[config.mk]
export PLATFORM = sky130hd
export DESIGN_NAME = fp_operand_unpack
export DESIGN_NICKNAME = d
export VERILOG_FILES = /design/src/rtl/fpu_unpack_pkg.sv /design/src/rtl/fpu_write_decode.sv /design/src/rtl/fpu_field_classify.sv /design/src/rtl/fpu_rec_reg.sv /design/src/rtl/fp_operand_unpack.sv
export SDC_FILE = /design/constraint.sdc
export NUM_CORES = 1
export LEC_CHECK = 0
export BUFFER_PORTS_ARGS = -buffer_cell sky130_fd_sc_hd__clkbuf_2
export CORE_ASPECT_RATIO = 1.5
export CORE_MARGIN = 2
export CORE_UTILIZATION = 43
export CTS_CLUSTER_SIZE = 12
export DETAILED_ROUTE_END_ITERATION = 16
export PLACE_DENSITY = 0.76
export RECOVER_POWER = 100
export SETUP_SLACK_MARGIN = 0.2
export SYNTH_ARGS = -nofsm -noshare
export SYNTH_HDL_FRONTEND = slang
export SYNTH_SLANG_ARGS = --single-unit
[constraint.sdc]
create_clock -name clk_i -period 0.8 [get_ports clk_i]
set_input_delay 0.04 -clock clk_i [delete_from_list [all_inputs] [get_ports clk_i]]
set_output_delay 0.04 -clock clk_i [all_outputs]
set_load 0.01 [all_outputs]
[src/rtl/fpu_unpack_pkg.sv]
package fpu_unpack_pkg;
  localparam int WORD_W      = 32;
  localparam int EXP_FIELD_W = 8;
  localparam int FRAC_W      = 23;
  localparam int EXP_EXT_W   = 2;
  localparam int EXP_INT_W   = EXP_FIELD_W + EXP_EXT_W;
  localparam int SIG_W       = FRAC_W + 1;

  typedef struct packed {
    logic                 nan;
    logic                 inf;
    logic                 zero;
    logic                 sign;
    logic [EXP_INT_W-1:0] exp;
    logic [SIG_W-1:0]     sig;
    logic                 guard;
    logic                 sticky;
  } frec_t;
endpackage

[src/rtl/fpu_write_decode.sv]
module fpu_write_decode #(
  parameter int ADDR_W    = 4,
  parameter int NUM_OPS   = 2,
  parameter int BASE_ADDR = 1
) (
  input  logic [ADDR_W-1:0]  addr_i,
  input  logic               we_i,
  output logic [NUM_OPS-1:0] hit_o
);
  for (genvar g = 0; g < NUM_OPS; g++) begin : g_lane
    localparam logic [ADDR_W-1:0] LANE_ADDR = ADDR_W'(BASE_ADDR + g);
    assign hit_o[g] = we_i && (addr_i == LANE_ADDR);
  end

  // one address selects at most one lane
  always_comb begin
    a_r1_single_lane: assert ($onehot0(hit_o) || $isunknown(hit_o));
  end
endmodule

[src/rtl/fpu_field_classify.sv]
module fpu_field_classify
  import fpu_unpack_pkg::*;
(
  input  logic [WORD_W-1:0] word_i,
  output frec_t             rec_o
);
  logic [EXP_FIELD_W-1:0] efield;
  logic [FRAC_W-1:0]      frac;
  logic                   e_zero, e_max, f_nz;

  assign efield = word_i[WORD_W-2 -: EXP_FIELD_W];
  assign frac   = word_i[FRAC_W-1:0];
  assign e_zero = (efield == '0);
  assign e_max  = &efield;
  assign f_nz   = |frac;

  always_comb begin
    rec_o        = '0;
    rec_o.sign   = word_i[WORD_W-1];
    rec_o.exp    = {{EXP_EXT_W{1'b0}}, efield};
    // subnormals flush: hidden bit and fraction both dropped
    rec_o.sig    = e_zero ? '0 : {1'b1, frac};
    rec_o.zero   = e_zero;
    rec_o.inf    = e_max && !f_nz;
    rec_o.nan    = e_max && f_nz;
    rec_o.guard  = 1'b0;
    rec_o.sticky = 1'b0;
  end
endmodule

[src/rtl/fpu_rec_reg.sv]
module fpu_rec_reg
  import fpu_unpack_pkg::*;
(
  input  logic  clk_i,
  input  logic  rst_ni,
  input  logic  load_i,
  input  frec_t rec_i,
  output frec_t rec_o,
  output logic  ready_o
);
  always_ff @(posedge clk_i or negedge rst_ni) begin
    if (!rst_ni) begin
      rec_o   <= '0;
      ready_o <= 1'b0;
    end else if (load_i) begin
      rec_o   <= rec_i;
      ready_o <= 1'b1;
    end
  end

  a_r8_ready_after_load: assert property (@(posedge clk_i) disable iff (!rst_ni)
    load_i |=> ready_o);
  a_r8_ready_sticks: assert property (@(posedge clk_i) disable iff (!rst_ni)
    ready_o |=> ready_o);
  a_r9_hold_record: assert property (@(posedge clk_i) disable iff (!rst_ni)
    !load_i |=> $stable(rec_o));
  a_r6_flags_exclusive: assert property (@(posedge clk_i) disable iff (!rst_ni)
    $onehot0({rec_o.nan, rec_o.inf, rec_o.zero}));
  a_r2_exp_top_clear: assert property (@(posedge clk_i) disable iff (!rst_ni)
    rec_o.exp[EXP_INT_W-1 -: EXP_EXT_W] == '0);
  a_r7_no_round_bits: assert property (@(posedge clk_i) disable iff (!rst_ni)
    !rec_o.guard && !rec_o.sticky);
  a_r4_zero_flushed: assert property (@(posedge clk_i) disable iff (!rst_ni)
    rec_o.zero |-> (rec_o.sig == '0));
  a_r5_special_exp: assert property (@(posedge clk_i) disable iff (!rst_ni)
    (rec_o.nan || rec_o.inf) |-> (&rec_o.exp[EXP_FIELD_W-1:0]));
endmodule

[src/rtl/fp_operand_unpack.sv]
module fp_operand_unpack
  import fpu_unpack_pkg::*;
#(
  parameter int ADDR_W    = 4,
  parameter int NUM_OPS   = 2,
  parameter int BASE_ADDR = 1
) (
  input  logic                           clk_i,
  input  logic                           rst_ni,
  input  logic [ADDR_W-1:0]              wr_addr_i,
  input  logic                           wr_en_i,
  input  logic [WORD_W-1:0]              wr_data_i,
  output logic [NUM_OPS-1:0]             op_nan_o,
  output logic [NUM_OPS-1:0]             op_inf_o,
  output logic [NUM_OPS-1:0]             op_zero_o,
  output logic [NUM_OPS-1:0]             op_sign_o,
  output logic [NUM_OPS*EXP_INT_W-1:0]   op_exp_o,
  output logic [NUM_OPS*SIG_W-1:0]       op_sig_o,
  output logic [NUM_OPS-1:0]             op_guard_o,
  output logic [NUM_OPS-1:0]             op_sticky_o,
  output logic [NUM_OPS-1:0]             op_ready_o
);
  logic [NUM_OPS-1:0] hit;
  frec_t              rec_new;
  frec_t              rec_q [NUM_OPS];

  fpu_write_decode #(
    .ADDR_W   (ADDR_W),
    .NUM_OPS  (NUM_OPS),
    .BASE_ADDR(BASE_ADDR)
  ) u_decode (
    .addr_i(wr_addr_i),
    .we_i  (wr_en_i),
    .hit_o (hit)
  );

  // one classifier serves all lanes: only one lane loads per write
  fpu_field_classify u_classify (
    .word_i(wr_data_i),
    .rec_o (rec_new)
  );

  for (genvar g = 0; g < NUM_OPS; g++) begin : g_op
    fpu_rec_reg u_reg (
      .clk_i  (clk_i),
      .rst_ni (rst_ni),
      .load_i (hit[g]),
      .rec_i  (rec_new),
      .rec_o  (rec_q[g]),
      .ready_o(op_ready_o[g])
    );
    assign op_nan_o[g]                        = rec_q[g].nan;
    assign op_inf_o[g]                        = rec_q[g].inf;
    assign op_zero_o[g]                       = rec_q[g].zero;
    assign op_sign_o[g]                       = rec_q[g].sign;
    assign op_exp_o[g*EXP_INT_W +: EXP_INT_W] = rec_q[g].exp;
    assign op_sig_o[g*SIG_W +: SIG_W]         = rec_q[g].sig;
    assign op_guard_o[g]                      = rec_q[g].guard;
    assign op_sticky_o[g]                     = rec_q[g].sticky;

    // ready never stands without a loaded record after reset
    a_r10_ready_from_reset: assert property (@(posedge clk_i) disable iff (!rst_ni)
      (op_ready_o[g] == 1'b0) |-> (rec_q[g] == '0));
  end
endmodule

==> out/results.ini <==
[clocking]
clkTransAtPathRegs_ns = 0.09
numCtsBuffers = 9
cts_tree = done
holdBufCountCts = 5
numClockSinks = 74
cts_buffer_depth = 2
h-tree-depth = 3
insertion_delay_ns = 0.36
clock-root-buffer = clkbuf_8

[die]
dieArea_sq_um = 7670
dieWidth_microns = 72.2
rows = 37
start_util = 0.441
ioPinCount = 121
core_area_sq_um = 6810
die_y_microns = 106

[route]
ant_nets = 0
drt-initial-drc-count = 325
viasPerCell = 5.50
drc = 0
wl_per_cell_microns = 22.7
vias = 3092
drtPass1Iterations = 5
wirelength_microns = 12700

[global_route]
overflow = 0
grt_max_degree = 21
grt_pass1_wl_microns = 15400
antenna_found_initial = 0
grt_usage = 0.270
grt_pass1_vias = 2889

[sta]
finalHoldViolations = 24
rsz0062_at_grt = yes
setup_viol_count_final = 146
postLayoutSetupSlackWorst_ns = -0.233
maxSlewHeadroom = 0.544
skew_ns = 0
tightest_slew_ns = 0.684
hold_slack_ns = -0.0671
fmax_ghz = 0.968
min_period_over_period = 1.29
period_needed_ns = 1.03
final_max_slew_viol_count = 0

[place]
place_inst = 468
dp_hpwl_microns = 5340
port_buffers = 112
place.gp.congestion = 0.839

[setup_path]
critPathLaunchType = flip-flop
timing_worst_setup_path_type = flip-flop to output port
crit_buf_inv = 1
cp_cell_sequence = clkbuf_2
worstPathArrival_ns = 0.99
timing.rr.start = g_op[0].u_reg.rec_o[29]
cp_top_family = flip-flops
path_max_fanout = 2
critPathCaptureType = output port
reg2reg_depth = 2
critPathMaxStageDelay_ns = 0.44
required_ns = 0.76
cp_slowest_cell = dfrtp_1
reg2reg_to = g_op[0].u_reg.rec_o[29]
rrSetupSlack_ns = -0.12

[layout]
fill_cells = 272
final_cell_mix = clkbuf_2 (105), dfrtp_1 (74), buf_4 (57), nand2_4 (46), o21ai_2 (32)
fin_cells = 562
syn_to_final_growth_pct = 95.7
drive_gt1_frac = 0.764
final_common_cell = clkbuf_2
nNetsFinal = 518
diodes = 0

[run]
maxCapViolCount = 0

[min_path]
hp-class = input port to flip-flop
whs_path_depth = 2
min_to = g_op[1].u_reg.rec_o[36]
holdCritStartpoint = wr_data_i[31]

[logic_synthesis]
synthDistinctLibCells = 19
yosysSeqAreaShare = 0.617
ys_ff_latch = 74
synth_cells = 267
ys.warnings.count = 0
synth.avg_cell_area_sq_um = 11.2
netlist_area_sq_um = 3000

[power]
vdd_drop_max_mv = 1.50
p_leak_nw = 2.98
p_per_area_nw_per_um2 = 2120

[run_status]
status = finished, violations left
violations = negative hold slack, negative setup slack

==> state kept, by name, summed over array words and instances, names as in the netlist <==
signal / count
g_op.u_reg.rec_o: 72
g_op.u_reg.ready_o: 2
==> final cells by class <==
cell class | count | area (sq um) | area share
Clock buffer | 15 | 186 | 0.0318
Clock inverter | 1 | 30.0 | 0.00512
Multi-Input combinational cell | 176 | 1730 | 0.294
Sequential cell | 74 | 1850 | 0.315
Tap cell | 78 | 97.6 | 0.0166
Timing Repair Buffer | 218 | 1980 | 0.337
==> logic make-up after synthesis <==
family	count (synthesis)	share of synthesized area
muxes	20	0.0926
buffers and inverters	24	0.0505
other	1	0.00125
AOI/OAI and AO/OA	52	0.0901
DFF	74	0.617
and+or+nand+nor	96	0.148
==> through the flow <==
step	instance area (sq um)	total power, W	setup WS [ns]	setup TNS [ns]	util
2_1_floorplan	3090	0.00601	-0.244	-9.72	-
3_3_place_gp	3890	0.00711	-0.454	-23.85	0.572
3_5_place_dp	3890	0.00721	-0.486	-24.99	0.572
4_1_cts	5200	0.0110	-0.137	-10.94	0.764
5_1_grt	5870	0.0129	-0.242	-25.36	0.862
6_report	5870	0.0124	-0.233	-16.08	0.862
==> layer usage <==
layer  track usage  up-vias  wire length, microns
li1              -     1325                     -
met1         0.325     1543                  4520
met2         0.453      162                  6860
met3        0.0464       62                   692
met4         0.142        0                   667
met5             0        -                     0
==> synthesized netlist by cell type (all sizes together) <==
| library cell | number | area, sq um |
|---|---|---|
| o21ai | 48 | 240 |
| nor3b | 1 | 18.8 |
| nand2 | 77 | 289 |
| or2 | 2 | 12.5 |
| o31ai | 4 | 30.0 |
| nand2b | 2 | 12.5 |
| nor3 | 1 | 5.00 |
| nand4 | 3 | 18.8 |
| mux2 | 20 | 278 |
| nand3b | 2 | 40.0 |
| conb | 1 | 3.75 |
| dfrtp | 74 | 1850 |
| buf | 14 | 114 |
| nor4 | 7 | 43.8 |
| clkbuf | 10 | 37.5 |
| nor2 | 1 | 3.75 |
==> worst max-delay path by stage <==
stage | startpoint | to | depth (start not counted)
floorplan | wr_addr_i[2] | g_op[1].u_reg.rec_o[26] | 4
global placement | wr_data_i[22] | g_op[0].u_reg.rec_o[38] | 5
detailed placement | wr_data_i[22] | g_op[0].u_reg.rec_o[38] | 5
CTS | g_op[0].u_reg.rec_o[29] | op_exp_o[3] | 1
global route | g_op[0].u_reg.rec_o[21] | op_sig_o[19] | 1
finish | g_op[0].u_reg.rec_o[21] | op_sig_o[19] | 1
==> power breakdown <==
group          leakage [nW]  switching (W)  internal [W]  total, W
combinational          1.94        0.00194       0.00221   0.00415
clock                 0.110        0.00147       0.00179   0.00325
sequential            0.930       0.000555       0.00446   0.00502
==> timing repair <==
action                                 in CTS  in global routing
buffers inserted                           30                 28
pin swaps                                  57                 31
cloned                                     12                  3
endpoints found under the hold margin     116                 25
setup endpoints to repair                 148                155
resized for setup                         177                101
Power figures use the tool's default switching activity.
